`src/rtl/irq_vic_pkg.sv`:
```
package irq_vic_pkg;
  localparam int unsigned ADDR_MODE     = 0;
  localparam int unsigned ADDR_MASK     = 1;
  localparam int unsigned ADDR_LSET     = 2;
  localparam int unsigned ADDR_LCLR     = 3;
  localparam int unsigned ADDR_VEC_BASE = 16;
endpackage

```
`src/rtl/vic_sync.sv`:
```
module vic_sync #(
  parameter int W = 4
) (
  input  logic         clk_i,
  input  logic         rst_ni,
  input  logic [W-1:0] d_i,
  output logic [W-1:0] q_o
);
  logic [W-1:0] s1_q, s2_q;

  always_ff @(posedge clk_i or negedge rst_ni) begin
    if (!rst_ni) begin
      s1_q <= '0;
      s2_q <= '0;
    end else begin
      s1_q <= d_i;
      s2_q <= s1_q;
    end
  end

  assign q_o = s2_q;
endmodule

```
`src/rtl/vic_regs.sv`:
```
module vic_regs
  import irq_vic_pkg::*;
#(
  parameter int NUM_SRC = 8,
  parameter int NUM_EXT = 4,
  parameter int VEC_W   = 16,
  parameter int ADDR_W  = 5,
  parameter int DATA_W  = 32
) (
  input  logic                            clk_i,
  input  logic                            rst_ni,
  input  logic                            we_i,
  input  logic [ADDR_W-1:0]               addr_i,
  input  logic [DATA_W-1:0]               wdata_i,
  output logic                            nested_o,
  output logic [NUM_EXT-1:0]              ext_edge_o,
  output logic [NUM_SRC-1:0]              mask_o,
  output logic [NUM_SRC-1:0]              sw_set_o,
  output logic [NUM_SRC-1:0]              sw_clr_o,
  output logic [NUM_SRC-1:0][VEC_W-1:0]   vec_o
);
  logic                 nested_q;
  logic [NUM_EXT-1:0]   ext_edge_q;
  logic [NUM_SRC-1:0]   mask_q;

  always_ff @(posedge clk_i or negedge rst_ni) begin
    if (!rst_ni) begin
      nested_q   <= 1'b0;
      ext_edge_q <= '0;
      mask_q     <= '0;
    end else if (we_i) begin
      if (addr_i == ADDR_W'(ADDR_MODE)) begin
        nested_q   <= wdata_i[0];
        ext_edge_q <= wdata_i[NUM_EXT:1];
      end
      if (addr_i == ADDR_W'(ADDR_MASK)) mask_q <= wdata_i[NUM_SRC-1:0];
    end
  end

  // one-cycle strobes into the latch bank
  assign sw_set_o = (we_i && addr_i == ADDR_W'(ADDR_LSET)) ? wdata_i[NUM_SRC-1:0] : '0;
  assign sw_clr_o = (we_i && addr_i == ADDR_W'(ADDR_LCLR)) ? wdata_i[NUM_SRC-1:0] : '0;

  for (genvar i = 0; i < NUM_SRC; i++) begin : g_vec
    logic [VEC_W-1:0] vec_q;
    always_ff @(posedge clk_i or negedge rst_ni) begin
      if (!rst_ni)                                          vec_q <= '0;
      else if (we_i && addr_i == ADDR_W'(ADDR_VEC_BASE + i)) vec_q <= wdata_i[VEC_W-1:0];
    end
    assign vec_o[i] = vec_q;
  end

  assign nested_o   = nested_q;
  assign ext_edge_o = ext_edge_q;
  assign mask_o     = mask_q;
endmodule

```
`src/rtl/vic_latch.sv`:
```
module vic_latch #(
  parameter int               NUM_SRC    = 8,
  parameter int               NUM_EXT    = 4,
  parameter logic [NUM_SRC-1:0] FIXED_EDGE = '0
) (
  input  logic               clk_i,
  input  logic               rst_ni,
  input  logic [NUM_SRC-1:0] src_i,
  input  logic [NUM_EXT-1:0] ext_edge_i,
  input  logic [NUM_SRC-1:0] sw_set_i,
  input  logic [NUM_SRC-1:0] sw_clr_i,
  input  logic [NUM_SRC-1:0] ack_clr_i,
  output logic [NUM_SRC-1:0] edge_sel_o,
  output logic [NUM_SRC-1:0] latch_o
);
  logic [NUM_SRC-1:0] prev_q, latch_q, rise;
  logic               past_ok_q;

  assign edge_sel_o = {FIXED_EDGE[NUM_SRC-1:NUM_EXT], ext_edge_i};
  assign rise       = src_i & ~prev_q;

  always_ff @(posedge clk_i or negedge rst_ni) begin
    if (!rst_ni) begin
      prev_q    <= '0;
      past_ok_q <= 1'b0;
    end else begin
      prev_q    <= src_i;
      past_ok_q <= 1'b1;
    end
  end

  for (genvar i = 0; i < NUM_SRC; i++) begin : g_src
    always_ff @(posedge clk_i or negedge rst_ni) begin
      if (!rst_ni)            latch_q[i] <= 1'b0;
      else if (edge_sel_o[i]) latch_q[i] <= (latch_q[i] | rise[i] | sw_set_i[i])
                                            & ~sw_clr_i[i] & ~ack_clr_i[i];
      else                    latch_q[i] <= src_i[i];
    end


    level_mirror_chk: assert property (@(posedge clk_i) disable iff (!rst_ni)
      past_ok_q && !edge_sel_o[i] && !$past(edge_sel_o[i]) |-> latch_q[i] == $past(src_i[i]));

    ack_clears_edge_chk: assert property (@(posedge clk_i) disable iff (!rst_ni)
      ack_clr_i[i] && edge_sel_o[i] |=> !latch_q[i]);
  end

  assign latch_o = latch_q;
endmodule

```
`src/rtl/vic_arb.sv`:
```
module vic_arb #(
  parameter int NUM_SRC = 8,
  localparam int ID_W   = $clog2(NUM_SRC)
) (
  input  logic               clk_i,
  input  logic               rst_ni,
  input  logic [NUM_SRC-1:0] latch_i,
  input  logic [NUM_SRC-1:0] mask_i,
  input  logic               nested_i,
  input  logic               ack_i,
  input  logic               rti_i,
  output logic               req_o,
  output logic [ID_W-1:0]    id_o,
  output logic [NUM_SRC-1:0] ack_hit_o,
  output logic [NUM_SRC-1:0] isr_o
);
  logic [NUM_SRC-1:0] isr_q, pend, rti_hit;
  logic               found, busy;
  logic [ID_W-1:0]    win_id, busy_id;

  assign pend = latch_i & mask_i & ~isr_q;

  // lowest index wins: scan downward so the last hit is the smallest
  always_comb begin
    found   = 1'b0;
    win_id  = '0;
    busy    = 1'b0;
    busy_id = '0;
    for (int i = NUM_SRC - 1; i >= 0; i--) begin
      if (pend[i])  begin found = 1'b1; win_id  = ID_W'(i); end
      if (isr_q[i]) begin busy  = 1'b1; busy_id = ID_W'(i); end
    end
  end

  assign req_o = found && (!busy || (nested_i && win_id < busy_id));
  assign id_o  = win_id;

  for (genvar i = 0; i < NUM_SRC; i++) begin : g_hit
    assign ack_hit_o[i] = ack_i && req_o && (win_id == ID_W'(i));
    assign rti_hit[i]   = rti_i && busy && (busy_id == ID_W'(i));
  end

  always_ff @(posedge clk_i or negedge rst_ni) begin
    if (!rst_ni) isr_q <= '0;
    else         isr_q <= (isr_q & ~rti_hit) | ack_hit_o;
  end

  assign isr_o = isr_q;


  flat_mode_chk: assert property (@(posedge clk_i) disable iff (!rst_ni)
    req_o && !nested_i |-> isr_q == '0);

  ack_sets_isr_chk: assert property (@(posedge clk_i) disable iff (!rst_ni)
    ack_i && req_o |=> isr_q[$past(id_o)]);

  rti_retires_one_chk: assert property (@(posedge clk_i) disable iff (!rst_ni)
    rti_i && !ack_i && isr_q != '0 |=> $countones(isr_q) == $countones($past(isr_q)) - 1);
endmodule

```
`src/rtl/irq_vector_ctrl.sv`:
```
module irq_vector_ctrl #(
  parameter int                 NUM_SRC    = 8,
  parameter int                 NUM_EXT    = 4,
  parameter int                 VEC_W      = 16,
  parameter int                 ADDR_W     = 5,
  parameter int                 DATA_W     = 32,
  parameter logic [NUM_SRC-1:0] FIXED_EDGE = 8'hA0,
  localparam int                ID_W       = $clog2(NUM_SRC),
  localparam int                NUM_INT    = NUM_SRC - NUM_EXT
) (
  input  logic               clk_i,
  input  logic               rst_ni,
  input  logic [NUM_EXT-1:0] ext_irq_i,
  input  logic [NUM_INT-1:0] int_irq_i,
  input  logic               reg_we_i,
  input  logic [ADDR_W-1:0]  reg_addr_i,
  input  logic [DATA_W-1:0]  reg_wdata_i,
  input  logic               irq_ack_i,
  input  logic               irq_rti_i,
  output logic               irq_req_o,
  output logic [ID_W-1:0]    irq_id_o,
  output logic [VEC_W-1:0]   irq_vec_o
);
  logic                          nested;
  logic [NUM_EXT-1:0]            ext_edge, ext_sync;
  logic [NUM_SRC-1:0]            mask, sw_set, sw_clr, latch, edge_sel, ack_hit, isr;
  logic [NUM_SRC-1:0][VEC_W-1:0] vec_tab;

  vic_sync #(.W(NUM_EXT)) u_sync (
    .clk_i (clk_i), .rst_ni (rst_ni), .d_i (ext_irq_i), .q_o (ext_sync)
  );

  vic_regs #(
    .NUM_SRC (NUM_SRC), .NUM_EXT (NUM_EXT), .VEC_W (VEC_W),
    .ADDR_W (ADDR_W), .DATA_W (DATA_W)
  ) u_regs (
    .clk_i (clk_i), .rst_ni (rst_ni), .we_i (reg_we_i), .addr_i (reg_addr_i),
    .wdata_i (reg_wdata_i), .nested_o (nested), .ext_edge_o (ext_edge),
    .mask_o (mask), .sw_set_o (sw_set), .sw_clr_o (sw_clr), .vec_o (vec_tab)
  );

  vic_latch #(
    .NUM_SRC (NUM_SRC), .NUM_EXT (NUM_EXT), .FIXED_EDGE (FIXED_EDGE)
  ) u_latch (
    .clk_i (clk_i), .rst_ni (rst_ni), .src_i ({int_irq_i, ext_sync}),
    .ext_edge_i (ext_edge), .sw_set_i (sw_set), .sw_clr_i (sw_clr),
    .ack_clr_i (ack_hit), .edge_sel_o (edge_sel), .latch_o (latch)
  );

  vic_arb #(.NUM_SRC (NUM_SRC)) u_arb (
    .clk_i (clk_i), .rst_ni (rst_ni), .latch_i (latch), .mask_i (mask),
    .nested_i (nested), .ack_i (irq_ack_i), .rti_i (irq_rti_i),
    .req_o (irq_req_o), .id_o (irq_id_o), .ack_hit_o (ack_hit), .isr_o (isr)
  );

  assign irq_vec_o = vec_tab[irq_id_o];


  winner_valid_chk: assert property (@(posedge clk_i) disable iff (!rst_ni)
    irq_req_o |-> latch[irq_id_o] && mask[irq_id_o] && !isr[irq_id_o]);

  level_sw_ignored_chk: assert property (@(posedge clk_i) disable iff (!rst_ni)
    (sw_set & ~edge_sel) != '0 |=> (latch & $past(sw_set & ~edge_sel)) == ($past({int_irq_i, ext_sync}) & $past(sw_set & ~edge_sel)));
endmodule

```
`config.mk`:
```
export PLATFORM = sky130hd
export DESIGN_NAME = irq_vector_ctrl
export DESIGN_NICKNAME = d
export VERILOG_FILES = /design/src/rtl/irq_vic_pkg.sv /design/src/rtl/vic_sync.sv /design/src/rtl/vic_regs.sv /design/src/rtl/vic_latch.sv /design/src/rtl/vic_arb.sv /design/src/rtl/irq_vector_ctrl.sv
export SDC_FILE = /design/constraint.sdc
export NUM_CORES = 1
export LEC_CHECK = 0
export ABC_AREA = 1
export BUFFER_PORTS_ARGS = -buffer_cell sky130_fd_sc_hd__buf_2
export CAP_MARGIN = 20
export CORE_UTILIZATION = 40
export CTS_CLUSTER_SIZE = 16
export DETAILED_ROUTE_END_ITERATION = 8
export GPL_ROUTABILITY_DRIVEN = 0
export REMOVE_ABC_BUFFERS = 1
export SLEW_MARGIN = 30
export SYNTH_ARGS = -nofsm -noshare
export SYNTH_HDL_FRONTEND = slang
export SYNTH_SLANG_ARGS = --single-unit
```
`constraint.sdc`:
```
create_clock -name clk_i -period 6.7 [get_ports clk_i]
set_input_delay 1.675 -clock clk_i [delete_from_list [all_inputs] [get_ports clk_i]]
set_output_delay 1.675 -clock clk_i [all_outputs]
set_load 0.01 [all_outputs]
```
==> flow_metrics.env <==
export IMPL_clock_path_buffers=2
export IMPL_slew_headroom=0.504
export IMPL_cts_buffers=17
export IMPL_num_vias=5983
export IMPL_cap_violations=0
export IMPL_numPortBuffers=53
export IMPL_insertion_delay_ns=0.42
export IMPL_setup_tns_ns=0
export IMPL_area_growth_pct=14.2
export IMPL_path_class="flop to output port"
export IMPL_synth_top_family_by_area="simple AND/OR/NAND/NOR gates"
export IMPL_place_hpwl_mm=11.1
export IMPL_firstDrtPassIters=7
export IMPL_fin_crit_sh=0.686
export IMPL_wirelength_mm=18.5
export IMPL_stdcell_area_um2=8600
export IMPL_end_kind="output port"
export IMPL_synth_xor_area_frac=0
export IMPL_tightest_slew_ns=0.744
export IMPL_ys_seq_area_frac=0.568
export IMPL_finalHoldViolations=0
export IMPL_crit_fanout=28
export IMPL_cp_start_kind="flop"
export IMPL_cp_top_family="simple AND/OR/NAND/NOR gates"
export IMPL_ys_warn_count=0
export IMPL_die_w_um=139
export IMPL_path_buf_inv=3
export IMPL_root_buffer="clkbuf_16"
export IMPL_fin_crit_ns=4.59
export IMPL_fmaxAchievable_mhz=218
export IMPL_cts_resized=0
export IMPL_via_per_inst=5.11
export IMPL_die_area_um2=19400
export IMPL_clk_transition_reported_paths_ns=0.06
export IMPL_rsz0062_at_grt="no"
export IMPL_crit_path_frequent_cell="nand2_1"
export IMPL_muxShareOfSynthArea=0
export IMPL_dpl_cell_area_um2=7960
export IMPL_antenna_found_initial=0
export IMPL_routedWlPerCell_um=15.8
export IMPL_fin_skew_ns=0.00538
export IMPL_status="complete, but fails checks"
export IMPL_syn_inst=890
export IMPL_fill_cells=1790
export IMPL_grt_overflow=0
export IMPL_ctsHtreeMaxLevel=4
export IMPL_mappedNetlistArea_um2=7530
export IMPL_rows=49
export IMPL_ys_ff_latch=171
export IMPL_setup_viol_count_final=0
export IMPL_ir_worst_vdd_mv=0.184
export IMPL_arrival_ns=2.92
export IMPL_synth_fa_ha_area_frac=0.00332
export IMPL_antenna_cells=0
export IMPL_async_flop_share=1.00
export IMPL_core_area_um2=18200
export IMPL_min_path_type="flop to flop"
export IMPL_failed_checks="DRC"
export IMPL_cts_sinks=171
export IMPL_grt_pass1_vias=5466
export IMPL_drc=6
export IMPL_postCtsSetupBuffers=0
export IMPL_synth_compound_area_frac=0.143
export IMPL_slew_violations=0
export IMPL_synth_main_ff_cell="dfrtp_1"
export IMPL_drive_above_1_share=0.124
export IMPL_synth_simple_area_share=0.225
export IMPL_ant_nets=0
export IMPL_slowest_delay_ns=0.53
export IMPL_syn_mean_instance_area_um2=8.46
export IMPL_drtIter0Drc=489
export IMPL_cts_hold_buffers=0
export IMPL_p_leak_nw=4.24
export IMPL_initial_core_util=0.414
export IMPL_track_usage=0.199
export IMPL_io_pins=70
export IMPL_power_density_nw_per_um2=407
export IMPL_synthDistinctLibCells=30
export IMPL_grt_pass1_wl_mm=29.6
export IMPL_synth_edff_count=0
export IMPL_die_h_um=139
export IMPL_final_nets=982
export IMPL_crit_path_top_delay_cell="nor3_4"
export IMPL_cts_tree="done"
export IMPL_worstPathRequired_ns=5.03
export IMPL_crit_chain="nand3b_1 -> nand2_1 -> nor2_1 -> nor3_4 -> inv_2 -> nand2_1 -> a21oi_1 -> nand3_1 -> o21ai_1 -> inv_1 -> buf_2"
export IMPL_grt_max_degree=82
-- path summary, 6_finish.rpt --
kind / startpoint / endpoint / slack [ns] / depth (start not counted)
worst max-delay path: u_arb.isr_o[5] / irq_vec_o[3] / 2.11 / 11
worst min-delay path: u_sync.s1_q[3] / u_sync.q_o[3] / 0.35 / 0
worst max register to register: u_arb.isr_o[5] / u_latch.latch_o[1] / 4.05 / 11
worst min register to register: u_sync.s1_q[3] / u_sync.q_o[3] / 0.35 / 0
max in group asynchronous: rst_ni / u_regs.g_vec[2].vec_q[11] / 4.52 / 2
min in group asynchronous: rst_ni / u_regs.g_vec[5].vec_q[7] / 1.13 / 1
-- cell type report --
type / count / area (um^2) / share of cell area
clock buffer: 18 / 439 / 0.0511
timing repair buffer: 61 / 395 / 0.0460
clock inverter: 12 / 139 / 0.0162
inverter: 68 / 255 / 0.0297
sequential: 171 / 4280 / 0.498
tap: 229 / 287 / 0.0333
multi-input combinational: 611 / 2800 / 0.326
-- per-stage QoR --
step                total power [mW]  setup slack, ns  std cells  utilization  hold slack (ns)
finish                          3.50             2.11       1170        0.472            0.350
global route                    3.73             1.84       1170        0.472            0.357
CTS                             3.48             2.04       1168        0.469            0.351
detailed placement              2.49             2.51       1138        0.437            0.336
global placement                2.47             2.44       1137        0.435            0.332
floorplan                       2.07             2.94        850            -            0.331
-- placed cells by master, fill, tap and decap left out, types with 3 or more instances in the layout --
master / count
clkbuf_16: 17
nor2_4: 3
o21ai_0: 148
nand4_1: 23
nor3_1: 4
a21oi_1: 20
o21ai_1: 18
inv_2: 7
nand2_1: 317
inv_6: 4
buf_2: 52
nand3_1: 25
inv_1: 61
dfrtp_1: 171
buf_4: 4
nor2_1: 16
a211oi_1: 5
buf_16: 3
a221oi_1: 4
clkinv_2: 3
nand2_2: 11
-- worst register-to-register path, cell delays in order, from the launching register on --
cell and delay (ns):
dfrtp_1 0.42, nand3b_1 0.24, nand2_1 0.10, nor2_1 0.08
nor3_4 0.53, ha_1 0.36, a211oi_1 0.23, nand2_1 0.12
nand2_2 0.14, nand4_1 0.19, nand2_1 0.10, nand2_1 0.05
-- power breakdown --
group / total [mW] / internal (mW) / switching, mW
Sequential: 1.33 / 1.22 / 0.110
Combinational: 1.19 / 0.420 / 0.775
Clock: 0.980 / 0.561 / 0.418
Total: 3.50 / 2.20 / 1.30
-- cell usage after synthesis (2+ instances only) --
library cell	n	area share
nor3_1	4	0.0027
clkbuf_1	25	0.012
a21boi_0	2	0.0020
nor2_4	3	0.0045
nand3b_1	2	0.0020
nor4_1	2	0.0017
nand2_2	6	0.0050
o21ai_0	148	0.098
nor2_1	16	0.0080
a22oi_1	2	0.0020
nand4_1	23	0.019
nand3_2	2	0.0027
buf_4	2	0.0020
a211oi_1	5	0.0050
o21ai_1	18	0.012
buf_2	7	0.0047
inv_1	61	0.030
o31ai_1	2	0.0020
nand3_1	25	0.017
a21oi_1	20	0.013
dfrtp_1	171	0.57
buf_6	5	0.0075
ha_1	2	0.0033
inv_2	7	0.0035
a221oi_1	4	0.0047
nand2_1	322	0.16
-- metal layers --
metal	wire length, um	global-route usage	up-vias
met1	8920	0.280	2841
met4	161	0.0509	0
li1	-	-	2986
met5	0	0	-
met3	900	0.0480	14
met2	8530	0.310	142
-- kinds of logic after synthesis --
logic type	after synthesis
fa+ha+maj	2
buf+inv	108
simple gates	406
compound gates	203
flops	171
-- flip-flops by register name, indices dropped and copies added (netlist names) --
signal and cells:
u_latch.latch_o 6, u_regs.nested_o 1, u_arb.isr_o 8, u_regs.g_vec.vec_q 128, u_sync.s1_q 4, u_latch.prev_q 8
u_regs.ext_edge_o 4, u_sync.q_o 4, u_regs.mask_o 8
Power figures use the tool's default switching activity.
